`config.mk`:
```
export PLATFORM = sky130hd
export DESIGN_NAME = icu_top
export DESIGN_NICKNAME = d
export VERILOG_FILES = /design/src/rtl/icu_pkg.sv /design/src/rtl/icu_sync_edge.sv /design/src/rtl/icu_cap_regs.sv /design/src/rtl/icu_irq.sv /design/src/rtl/icu_top.sv
export SDC_FILE = /design/constraint.sdc
export NUM_CORES = 1
export LEC_CHECK = 0
export BUFFER_PORTS_ARGS = -buffer_cell sky130_fd_sc_hd__buf_2
export CAP_MARGIN = 20
export CORE_AREA = 4 4 78 72
export CTS_CLUSTER_DIAMETER = 50
export CTS_CLUSTER_SIZE = 16
export DETAILED_ROUTE_END_ITERATION = 8
export DIE_AREA = 0 0 82 76
export GPL_ROUTABILITY_DRIVEN = 1
export PLACE_DENSITY = 0.74
export SETUP_SLACK_MARGIN = 0.2
export SLEW_MARGIN = 40
export SYNTH_ARGS = -nofsm -noshare
export SYNTH_HDL_FRONTEND = slang
export SYNTH_SLANG_ARGS = --single-unit
```
`constraint.sdc`:
```
create_clock -name clk -period 1.71 [get_ports clk]
set_clock_uncertainty 0.15 [all_clocks]
set_input_delay 0.171 -clock clk [delete_from_list [all_inputs] [get_ports clk]]
set_output_delay 0.171 -clock clk [all_outputs]
set_load 0.03 [all_outputs]
```
`src/rtl/icu_pkg.sv`:
```
package icu_pkg;
    typedef enum logic {
        SRC_PIN = 1'b0,
        SRC_CMP = 1'b1
    } icu_src_e;

    localparam int unsigned N_SRC    = 2;
    localparam int unsigned BIT_CAP  = 5;
    localparam int unsigned BIT_CMPB = 2;
    localparam int unsigned BIT_CMPA = 1;
    localparam int unsigned BIT_OVF  = 0;
    localparam logic [7:0]  MSK_IMPL = 8'h27;
endpackage

```
`src/rtl/icu_sync_edge.sv`:
```
module icu_sync_edge #(
    parameter int unsigned NS     = 2,
    parameter int unsigned STAGES = 2
) (
    input  logic          clk,
    input  logic          rst_n,
    input  logic [NS-1:0] raw_i,
    output logic [NS-1:0] rise_o
);
    localparam int unsigned SW = STAGES + 1;

    typedef struct packed {
        logic [NS-1:0][SW-1:0] sh;
    } st_t;

    st_t st_d, st_q;

    for (genvar s = 0; s < NS; s++) begin : g_src
        always_comb begin
            st_d.sh[s] = {st_q.sh[s][SW-2:0], raw_i[s]};
        end
        assign rise_o[s] = st_q.sh[s][STAGES-1] & ~st_q.sh[s][STAGES];

        p_strobe_pulse_r3: assert property (@(posedge clk) disable iff (!rst_n)
            rise_o[s] |=> !rise_o[s]);
    end

    always_ff @(posedge clk or negedge rst_n) begin
        if (!rst_n) st_q <= '0;
        else        st_q <= st_d;
    end
endmodule

```
`src/rtl/icu_cap_regs.sv`:
```
module icu_cap_regs #(
    parameter int unsigned CW = 16,
    parameter int unsigned BW = 8
) (
    input  logic          clk,
    input  logic          rst_n,
    input  logic [CW-1:0] cnt_i,
    input  logic          stb_i,
    input  logic          rd_lo_i,
    input  logic          rd_hi_i,
    input  logic          wr_lo_i,
    input  logic          wr_hi_i,
    input  logic [BW-1:0] wdata_i,
    output logic [BW-1:0] rdata_o,
    output logic [CW-1:0] cap_o
);
    typedef struct packed {
        logic [CW-1:0] cap;
        logic [BW-1:0] tmp;
    } st_t;

    st_t st_d, st_q;

    always_comb begin
        st_d = st_q;
        // CPU commit outranks a concurrent capture
        if (wr_lo_i)      st_d.cap = {st_q.tmp, wdata_i};
        else if (stb_i)   st_d.cap = cnt_i;
        if (wr_hi_i)      st_d.tmp = wdata_i;
        else if (rd_lo_i) st_d.tmp = st_q.cap[CW-1:BW];

        rdata_o = '0;
        if (rd_lo_i)      rdata_o = st_q.cap[BW-1:0];
        else if (rd_hi_i) rdata_o = st_q.tmp;
    end

    assign cap_o = st_q.cap;

    always_ff @(posedge clk or negedge rst_n) begin
        if (!rst_n) st_q <= '0;
        else        st_q <= st_d;
    end

    p_capture_r1: assert property (@(posedge clk) disable iff (!rst_n)
        (stb_i && !wr_lo_i) |=> cap_o == $past(cnt_i));
    p_commit_r5: assert property (@(posedge clk) disable iff (!rst_n)
        wr_lo_i |=> cap_o[BW-1:0] == $past(wdata_i));
    p_hi_only_r5: assert property (@(posedge clk) disable iff (!rst_n)
        (wr_hi_i && !wr_lo_i && !stb_i) |=> $stable(cap_o));
endmodule

```
`src/rtl/icu_irq.sv`:
```
module icu_irq
    import icu_pkg::*;
(
    input  logic       clk,
    input  logic       rst_n,
    input  logic       stb_i,
    input  logic       wr_flg_i,
    input  logic       wr_msk_i,
    input  logic [7:0] wdata_i,
    input  logic       gie_i,
    input  logic       cmpa_i,
    input  logic       cmpb_i,
    input  logic       ovf_i,
    output logic [7:0] msk_o,
    output logic [7:0] flg_o,
    output logic       cap_flag_o,
    output logic [3:0] irq_o
);
    typedef struct packed {
        logic [7:0] msk;
        logic       capf;
    } st_t;

    st_t st_d, st_q;

    always_comb begin
        st_d = st_q;
        if (wr_msk_i) st_d.msk = wdata_i & MSK_IMPL;
        if (stb_i)                           st_d.capf = 1'b1;
        else if (wr_flg_i && wdata_i[BIT_CAP]) st_d.capf = 1'b0;

        flg_o = '0;
        flg_o[BIT_CAP]  = st_q.capf;
        flg_o[BIT_CMPB] = cmpb_i;
        flg_o[BIT_CMPA] = cmpa_i;
        flg_o[BIT_OVF]  = ovf_i;

        irq_o = {4{gie_i}} & {st_q.capf & st_q.msk[BIT_CAP],
                              cmpb_i    & st_q.msk[BIT_CMPB],
                              cmpa_i    & st_q.msk[BIT_CMPA],
                              ovf_i     & st_q.msk[BIT_OVF]};
    end

    assign msk_o      = st_q.msk;
    assign cap_flag_o = st_q.capf;

    always_ff @(posedge clk or negedge rst_n) begin
        if (!rst_n) st_q <= '0;
        else        st_q <= st_d;
    end

    p_flag_set_r7: assert property (@(posedge clk) disable iff (!rst_n)
        stb_i |=> cap_flag_o);
    p_flag_hold_r7: assert property (@(posedge clk) disable iff (!rst_n)
        (!stb_i && !(wr_flg_i && wdata_i[BIT_CAP])) |=> $stable(cap_flag_o));
    p_msk_hold_r8: assert property (@(posedge clk) disable iff (!rst_n)
        !wr_msk_i |=> $stable(msk_o));
endmodule

```
`src/rtl/icu_top.sv`:
```
module icu_top
    import icu_pkg::*;
#(
    parameter int unsigned CW       = 16,
    parameter int unsigned AW       = 8,
    parameter int unsigned STAGES   = 2,
    parameter logic [7:0]  ADDR_LO  = 8'h96,
    parameter logic [7:0]  ADDR_MSK = 8'h6F,
    parameter logic [7:0]  ADDR_FLG = 8'h36
) (
    input  logic          clk,
    input  logic          rst_n,
    input  logic [CW-1:0] cnt_i,
    input  logic          cap_pin_i,
    input  logic          cmp_out_i,
    input  logic          src_sel_i,
    input  logic [AW-1:0] addr_i,
    input  logic          wr_en_i,
    input  logic          rd_en_i,
    input  logic [7:0]    wdata_i,
    output logic [7:0]    rdata_o,
    input  logic          global_ie_i,
    input  logic          cmpa_flag_i,
    input  logic          cmpb_flag_i,
    input  logic          ovf_flag_i,
    output logic [CW-1:0] cap_val_o,
    output logic          cap_flag_o,
    output logic [3:0]    irq_o
);
    localparam int unsigned BW = 8;
    localparam logic [AW-1:0] A_LO  = AW'(ADDR_LO);
    localparam logic [AW-1:0] A_HI  = AW'(ADDR_LO + 8'd1);
    localparam logic [AW-1:0] A_MSK = AW'(ADDR_MSK);
    localparam logic [AW-1:0] A_FLG = AW'(ADDR_FLG);

    logic [N_SRC-1:0] rise;
    logic             stb;
    logic             hit_lo, hit_hi, hit_msk, hit_flg;
    logic [BW-1:0]    cap_rd, msk, flg;

    icu_sync_edge #(.NS(N_SRC), .STAGES(STAGES)) u_sync (
        .clk    (clk),
        .rst_n  (rst_n),
        .raw_i  ({cmp_out_i, cap_pin_i}),
        .rise_o (rise)
    );

    assign stb = (src_sel_i == SRC_CMP) ? rise[1] : rise[0];

    assign hit_lo  = (addr_i == A_LO);
    assign hit_hi  = (addr_i == A_HI);
    assign hit_msk = (addr_i == A_MSK);
    assign hit_flg = (addr_i == A_FLG);

    icu_cap_regs #(.CW(CW), .BW(BW)) u_regs (
        .clk     (clk),
        .rst_n   (rst_n),
        .cnt_i   (cnt_i),
        .stb_i   (stb),
        .rd_lo_i (rd_en_i & hit_lo),
        .rd_hi_i (rd_en_i & hit_hi),
        .wr_lo_i (wr_en_i & hit_lo),
        .wr_hi_i (wr_en_i & hit_hi),
        .wdata_i (wdata_i),
        .rdata_o (cap_rd),
        .cap_o   (cap_val_o)
    );

    icu_irq u_irq (
        .clk        (clk),
        .rst_n      (rst_n),
        .stb_i      (stb),
        .wr_flg_i   (wr_en_i & hit_flg),
        .wr_msk_i   (wr_en_i & hit_msk),
        .wdata_i    (wdata_i),
        .gie_i      (global_ie_i),
        .cmpa_i     (cmpa_flag_i),
        .cmpb_i     (cmpb_flag_i),
        .ovf_i      (ovf_flag_i),
        .msk_o      (msk),
        .flg_o      (flg),
        .cap_flag_o (cap_flag_o),
        .irq_o      (irq_o)
    );

    always_comb begin
        rdata_o = '0;
        if (rd_en_i) begin
            if (hit_lo || hit_hi) rdata_o = cap_rd;
            else if (hit_msk)     rdata_o = msk;
            else if (hit_flg)     rdata_o = flg;
        end
    end

    p_irq_gie_r9: assert property (@(posedge clk) disable iff (!rst_n)
        !global_ie_i |-> irq_o == 4'b0000);
    p_irq_cap_r9: assert property (@(posedge clk) disable iff (!rst_n)
        irq_o[3] |-> cap_flag_o);
endmodule

```
Word level (Yosys, flattened, before mapping)
Cells that the tools add are included.

Register bits: 35. Latch bits: 0. Memory bits (writable): 0. Bits in read-only memories: 0. Input bits: 43. Output and inout bits: 29. Logic and storage cells: 43. Memories kept: 0.

Add/subtract/negate cells: 0. Multipliers: 0. Divide/modulo/power cells: 0. Order comparisons: 0. Eq/ne operators: 4. Shift operators: 0. Multiplexer cells: 13. Bitwise operators: 15. Reduce and logical (&&, ||, !) cells: 5.

Operator list (count): 8-bit two-way mux (6); 16-bit two-way mux (2); 8-bit == test, second input constant (2); 1-bit bitwise AND (12); 6-bit two-way mux (2); 8-bit by 6-bit == test with 1-bit output, second input constant (1); 8-bit by 7-bit == test with 1-bit output, second input constant (1); 2-bit nonzero test (3); 4-bit bitwise AND (1); 1-bit two-way mux (3); 1-bit inverter (2); 1-bit logical AND (1); 1-bit logical OR (1).

Depth between registers and ports, before layout
Gate-level depths: netlist of the first run.

Word-level depth: 6. Depth in mapped cells: 5. Mapped depth without buffers: 3.

Hierarchy
Synthesis of the first run repeated with hierarchy kept, for this count alone.

Cell total of the unflattened synthesis: 220. Area, all modules: 2179.6 µm².

By module, submodules not included: icu_cap_regs (instances 1, cells an instance 132, area an instance 1341.3 µm²); icu_top (instances 1, cells an instance 52, area an instance 360.3 µm²); icu_irq (instances 1, cells an instance 28, area an instance 300.3 µm²); icu_sync_edge (instances 1, cells an instance 8, area an instance 177.7 µm²).

Least setup slack after synthesis of the first run
No wires, ideal clock.

Kind: input to output. From: input addr_i[0]. To: output rdata_o[5]. Data arrival time: 1875 ps. Data required time: 1389 ps. Slack: -486 ps. Cell stages on the path: 5. Path buffers: 2. Cell sequence: buf_2 -> nor4b_2 -> buf_2 -> nand3_1 -> a311oi_1.

Word-level cells in the longest chain between the ends: 6.

RTL lines: start, declared (RTL line icu_top.sv:17) `input logic [AW-1:0] addr_i,`; 8-bit == test (RTL line icu_top.sv:51) `assign hit_hi = (addr_i == A_HI);`; 1-bit bitwise AND (RTL line icu_top.sv:61) `.rd_hi_i (rd_en_i & hit_hi),`; 8-bit two-way mux (RTL line icu_cap_regs.sv:34) `else if (rd_hi_i) rdata_o = st_q.tmp;`; 8-bit two-way mux (RTL line icu_cap_regs.sv:33) `if (rd_lo_i) rdata_o = st_q.cap[BW-1:0];`; 8-bit two-way mux (*) (RTL line icu_top.sv:89) `if (hit_lo || hit_hi) rdata_o = cap_rd;`; 8-bit two-way mux (*) (RTL line icu_top.sv:88) `if (rd_en_i) begin`; end, declared (RTL line icu_top.sv:21) `output logic [7:0] rdata_o,`.

Mark *: on every way between the ends. The rest lies on a longest branch, timed or not.

Worst setup path after layout of the first run
From: input addr_i[6]. To: output rdata_o[5].

The elaborated chain is that of the path after synthesis.

==> run_results.csv, run 1 <==
group,metric,value,unit
synthesis,synth_nets,272,
synthesis,syn_area,2110,sq um
clock_tree,clk_pin_slew,0.07,ns
global_route,antenna_found_initial,0,
placement,placed_area,2690,sq um
setup_path,worst-path-buf-inv,2,
placement,place_hpwl,4.67,mm
global_route,grt_usage,22.0,%
clock_tree,cts_root_buf,"clkbuf_8",
synthesis,yosysTopAreaCell,"dfrtp_1",
setup_path,worst-path-max-fanout,7,
floorplanning,io_pins,72,
cells_and_area,area_growth,45.3,%
detailed_routing,wl_per_cell,17.7,microns
synthesis,synth_seq_cells,35,
clock_tree,cts_buffers,5,
global_route,top_usage_layer,"met2",
sta,maxSlewHeadroom,68.0,%
pwr,power.leakage,1.28,nW
setup_path,cp-start-kind,"input pin",
floorplanning,std_cell_rows,24,
setup_path,crit_type,"input pin to output port",
cells_and_area,design_area,3060,sq um
synthesis,yosysSeqAreaShare,41.6,%
cells_and_area,finalNetCount,351,
sta,hold_viol,0,
global_route,use_met1,30.7,%
pwr,irDropWorstVdd,0.547,mV
global_route,grt_pass1_vias,2203,
global_route,grt_pass1_wl,10.9,mm
synthesis,synthArstFlopShare,100,%
sta,clock.fmax,554,MHz
synthesis,syn_inst,229,
placement,place_inst,352,
setup_path,cpLargestDelayFamily,"simple AND/OR/NAND/NOR gates",
setup_path,crit_path_max_incr_delay,0.46,ns
clock_tree,h-tree-depth,2,
synthesis,yosysUniqueCellTypes,34,
sta,finalSetupTns,-0.340,ns
synthesis,yosys_warnings,0,
sta,rsz0062_at_grt,"yes",
detailed_routing,drc,0,
detailed_routing,drt-initial-drc-count,210,
sta,worst_slew_pin_slew,0.480,ns
detailed_routing,dr.pass1.iters,4,
sta,period_minus_slack,1.80,ns
placement,finalWeightedCongestion,0.884,
detailed_routing,drt-total-wl,6.61,mm
synthesis,syn_area_per_cell,9.20,sq um
synthesis,synth_area_leaders,"dfrtp_1 42%, a31oi_1 6.8%, nor4_1 6.8%, buf_4 6.1%, nand3_1 5.0%",
placement,portBuffers,71,
detailed_routing,vias_per_cell,5.93,
outcome,status,"finished, violations left",
setup_path,crit_chain,"buf_8 -> or3b_4 -> or2_4 -> a311oi_4 -> buf_6",
floorplanning,initial_core_util,43.8,%
synthesis,synthTopCellsByCount,"35 x dfrtp_1, 23 x a31oi_1, 23 x nor4_1",
cells_and_area,antenna_cells,0,
outcome,violations,"negative setup slack",
global_route,grt_overflow,0,
detailed_routing,ant_nets,0,
setup_path,critPathArrivalTime,1.48,ns
clock_tree,cts_tree,"done",
placement,dp_slack,-0.145,ns
setup_path,cp-end-kind,"output port",
clock_tree,cts_buffer_depth,2,
floorplanning,die-height,76,microns
cells_and_area,stdcell_count,374,
synthesis,yosysMostFrequentCell,"dfrtp_1",
global_route,grt_util_met2,33.8,%
floorplanning,core_area,4800,sq um
sta,setup_viol,8,
sta,slew_viol_final,0,
clock_tree,clock-sinks,35,
min_path,hp-class,"input pin to flip-flop",
global_route,grt_max_degree,36,
clock_tree,clock_latency,0.29,ns
sta,fin_crit_sh,105,%
floorplanning,die-area,6230,sq um
pwr,powerDensity,727,nW/um^2
synthesis,synth_top_cell_area_share,41.6,%
synthesis,synth_edf_count,0,
cells_and_area,fillers,397,
cells_and_area,drive_gt1_share,49.2,%
floorplanning,dieWidth,82,microns
sta,postLayoutSetupSlackWorst,-0.0937,ns
global_route,use_met3,4.26,%
detailed_routing,vias,2216,
setup_path,required,1.39,ns
flow_run,max_cap_violations,0,
setup_path,critical-path-slowest-cell,"or3b_4",
synthesis,ys.flop_type,"dfrtp_1",
## registers in the layout, indices dropped and copies added (netlist names)
name	cells
u_regs.cap_o	16
u_sync.st_d	4
u_sync.st_q	2
u_irq.cap_flag_o	1
u_irq.msk_o	4
u_regs.st_q	8
## timing repair
action                                  CTS  global route
hold endpoints to repair                 38             0
resized for setup                        33            12
hold buffers                              4             0
setup buffers                             6             4
pin swaps                                 7             6
endpoints found under the setup margin   25            15
## metal layers
layer  part of all wire (%)  wire length (microns)
met1                     42                   2800
met3                    7.3                    482
met4                    2.3                    155
met5                      0                      0
met2                     48                   3170
## final timing paths
check	slack (ns)	cells past startpoint	from	endpoint
max	-0.09	5	addr_i[6]	rdata_o[5]
min	0.007	3	cnt_i[8]	u_regs.cap_o[8]$_DFFE_PN0P_
max reg2reg	0.32	3	u_sync.st_q[2]$_DFF_PN0_	u_regs.cap_o[7]$_DFFE_PN0P_
min reg2reg	0.20	0	u_sync.st_d[4]$_DFF_PN0_	u_sync.st_d[5]$_DFF_PN0_
max in group asynchronous	0.79	3	rst_n	u_regs.st_q[5]$_DFFE_PN0P_
min in group asynchronous	0.28	3	rst_n	u_regs.cap_o[7]$_DFFE_PN0P_
## power by group
part	total (W)	switching, W	internal [W]
Clock	0.000589	0.000305	0.000284
Combinational	0.000624	0.000371	0.000253
Sequential	0.00101	0.0000859	0.000925
## cell usage in the layout (no fill, tap or decap), drive strengths merged
cell / n
o31ai: 7
mux2: 4
a211o: 1
nor2b: 4
or4b: 1
o22a: 1
clkinvlp: 1
a2111oi: 4
or3b: 2
or2: 1
nor3b: 2
nand4b: 1
nor4b: 1
nand3b: 2
and3b: 2
dfrtp: 35
a311oi: 4
o31a: 1
and4b: 2
nand4: 13
nor2: 4
a211oi: 1
or3: 2
clkinv: 1
inv: 2
nand3: 21
o21ai: 16
a31oi: 23
nor4: 23
nand2: 1
dlygate4sd3: 4
and3: 4
clkbuf: 6
mux2i: 4
buf: 108
## worst reg2reg max path: stages (launching register included)
cell	delay, ns
dfrtp_1	0.40
or3b_4	0.51
nand3_1	0.12
a31oi_1	0.09
## area by class of cell
type                    count  area, sq um  area share [%]
clock buffers               6         72.6            2.37
clock inverters             2         12.5           0.409
inverters                   2         7.51           0.245
multi-input cells         152         1250            40.9
flip-flops and latches     35          877            28.7
well taps                  65         81.3            2.66
repair buffers            112          756            24.7
## per-stage QoR
| stage | hold slack [ns] | power [W] | util [%] |
|---|---|---|---|
| 6_report | 0.00687 | 0.00222 | 63.7 |
| 5_1_grt | 0.0113 | 0.00232 | 63.7 |
| 4_1_cts | 0.00511 | 0.00220 | 61.8 |
| 3_5_place_dp | 0.0800 | 0.00157 | 55.9 |
| 3_3_place_gp | 0.0759 | 0.00155 | 55.9 |
| 2_1_floorplan | -0.275 | 0.00144 | - |
## kinds of logic after synthesis
group                  synth area share, %
buffers and inverters                 10.8
flip-flops                            41.6
AND/OR/NAND/NOR                       25.5
AO/OA/AOI/OAI                         18.1
multiplexers                          4.04
(Power assumes the default switching activity.)
==> run 2: changes to the inputs <==
Settings changed: REMOVE_ABC_BUFFERS set to 1.
==> run_results.csv, run 2 (synthesis gave the netlist of run 1 again) <==
group,metric,value,unit
detailed_routing,drc,0,
clock_tree,clk_pin_slew,0.08,ns
min_path,hp-class,"input pin to flip-flop",
global_route,grt_util_met2,35.3,%
pwr,p_clk_share,32.4,%
outcome,status,"finished, violations left",
setup_path,r2r-end,"u_regs.cap_o[9]$_DFFE_PN0P_",
sta,setup_viol,9,
floorplanning,dieWidth,82,microns
floorplanning,die-area,6230,sq um
global_route,antenna_found_initial,0,
setup_path,critical-path-slowest-cell,"or3b_4",
cells_and_area,finalNetCount,349,
global_route,grt_usage,22.3,%
floorplanning,core_area,4800,sq um
floorplanning,die-height,76,microns
global_route,grt_overflow,0,
setup_path,critPathArrivalTime,1.43,ns
setup_path,cp-start-kind,"input pin",
detailed_routing,ant_nets,0,
global_route,use_met3,5.08,%
floorplanning,std_cell_rows,24,
setup_path,worst-path-max-fanout,4,
cells_and_area,area_growth,48.2,%
global_route,top_usage_layer,"met2",
detailed_routing,wl_per_cell,19.5,microns
sta,hold_viol,1,
sta,maxSlewHeadroom,57.2,%
cells_and_area,largest_register_ffs,16,
pwr,power_frac_comb,25.5,%
setup_path,crit_path_max_incr_delay,0.41,ns
outcome,violations,"negative hold slack, negative setup slack",
pwr,powerDensity,777,nW/um^2
detailed_routing,dr.pass1.iters,5,
detailed_routing,vias,2317,
setup_path,worst-path-buf-inv,3,
pwr,power.leakage,1.29,nW
detailed_routing,drt-total-wl,7.26,mm
detailed_routing,drt-initial-drc-count,240,
setup_path,required,1.39,ns
pwr,irDropWorstVdd,0.587,mV
setup_path,reg2regPathDepth,3,
placement,portBuffers,71,
clock_tree,clock-sinks,35,
pwr,p_int,0.00165,W
sta,slew_viol_final,0,
cells_and_area,final_common_cell,"buf_2",
pwr,seqPwrFrac,42.1,%
setup_path,cp_common_cell,"buf_6",
clock_tree,cts_root_buf,"clkbuf_8",
setup_path,cp-end-kind,"output port",
sta,fin_crit_sh,103,%
clock_tree,cts_buffers,5,
clock_tree,cts_buffer_depth,2,
floorplanning,initial_core_util,43.8,%
cells_and_area,mostFrequentLayoutCells,"62 x buf_2, 34 x dfrtp_1, 32 x buf_4",
setup_path,worstSetupStartpoint,"addr_i[6]",
cells_and_area,fillers,372,
global_route,grt_pass1_wl,11.0,mm
cells_and_area,design_area,3120,sq um
detailed_routing,vias_per_cell,6.23,
sta,clock.fmax,570,MHz
min_path,hold_end,"u_regs.cap_o[10]$_DFFE_PN0P_",
sta,period_minus_slack,1.76,ns
sta,worst_slew_pin_slew,0.636,ns
setup_path,crit_chain,"buf_6 -> or3b_4 -> buf_6 -> or3_4 -> nor2_2 -> buf_6",
pwr,finalPower,0.00243,W
setup_path,r2r_start,"u_sync.st_q[2]$_DFF_PN0_",
pwr,p_sw_share,32.2,%
global_route,use_met1,30.3,%
cells_and_area,antenna_cells,0,
setup_path,cpLargestDelayFamily,"simple AND/OR/NAND/NOR gates",
setup_path,crit_type,"input pin to output port",
min_path,hold_depth,3,
sta,whs,-0.000220,ns
floorplanning,io_pins,72,
sta,rsz0062_at_grt,"yes",
sta,postLayoutSetupSlackWorst,-0.0458,ns
placement,finalWeightedCongestion,0.879,
min_path,min_from,"cnt_i[10]",
global_route,grt_max_degree,36,
clock_tree,h-tree-depth,2,
global_route,grt_pass1_vias,2185,
setup_path,worst-r2r-setup-slack,0.33,ns
placement,place_hpwl,4.61,mm
clock_tree,cts_tree,"done",
cells_and_area,drive_gt1_share,51.8,%
placement,placed_area,2560,sq um
flow_run,max_cap_violations,0,
pwr,p_sw,0.000781,W
clock_tree,clock_latency,0.30,ns
[run 2: how the worst max path moves through the flow]
| stage | end | cells past startpoint |
|---|---|---|
| 2_1_floorplan | rdata_o[0] | 3 |
| 3_3_place_gp | rdata_o[4] | 6 |
| 3_5_place_dp | rdata_o[3] | 6 |
| 4_1_cts | rdata_o[3] | 6 |
| 5_1_grt | rdata_o[5] | 3 |
| 6_report | rdata_o[7] | 6 |
[run 2: what timing repair did]
item | in CTS | in global routing
gates resized for setup | 32 | 41
hold buffers | 4 | 0
buffers inserted | 1 | 3
pin swaps | 6 | 6
endpoints found under the setup margin | 30 | 17
hold endpoints to repair | 38 | 0
gates cloned | 0 | 1
[run 2: area by class of cell]
cell class                 instances  area, sq um  share of cell area (%)
inverter                           2         7.51                   0.240
multi-input combinational        152         1300                    41.8
timing repair buffer             110          734                    23.5
clock buffer                       6         82.6                    2.65
sequential                        35          877                    28.1
tap                               65         81.3                    2.61
clock inverter                     2         35.0                    1.12
[run 2: worst min-delay path, stage by stage]
cell,delay [ns]
buf_2,0.09
o21ai_0,0.06
a31oi_1,0.08
[run 2: power by group through the flow]
stage | Sequential (W) | Clock, W | Combinational (W)
2_1_floorplan | 0.00113 | 0 | 0.000167
3_3_place_gp | 0.00102 | 0 | 0.000517
3_5_place_dp | 0.00102 | 0 | 0.000527
4_1_cts | 0.00101 | 0.000783 | 0.000552
5_1_grt | 0.00103 | 0.000830 | 0.000664
6_report | 0.00102 | 0.000787 | 0.000618
[run 2: metrics by stage]
step                instances  setup slack (ns)  util (%)  setup TNS, ns
finish                    372           -0.0458      65.0         -0.337
detailed placement        355            -0.167      53.3          -1.97
CTS                       368           -0.0330      59.2         -0.137
global placement          355            -0.167      53.3          -1.79
floorplan                 189             -1.07         -         -13.04
global route              372           -0.0852      65.0         -0.610
[run 2: routing by layer]
| metal | vias up | part of all wire, % |
|---|---|---|
| met5 | - | 0 |
| met4 | 0 | 2.7 |
| met3 | 16 | 9.2 |
| met2 | 139 | 48 |
| met1 | 1114 | 40 |
| li1 | 1048 | - |
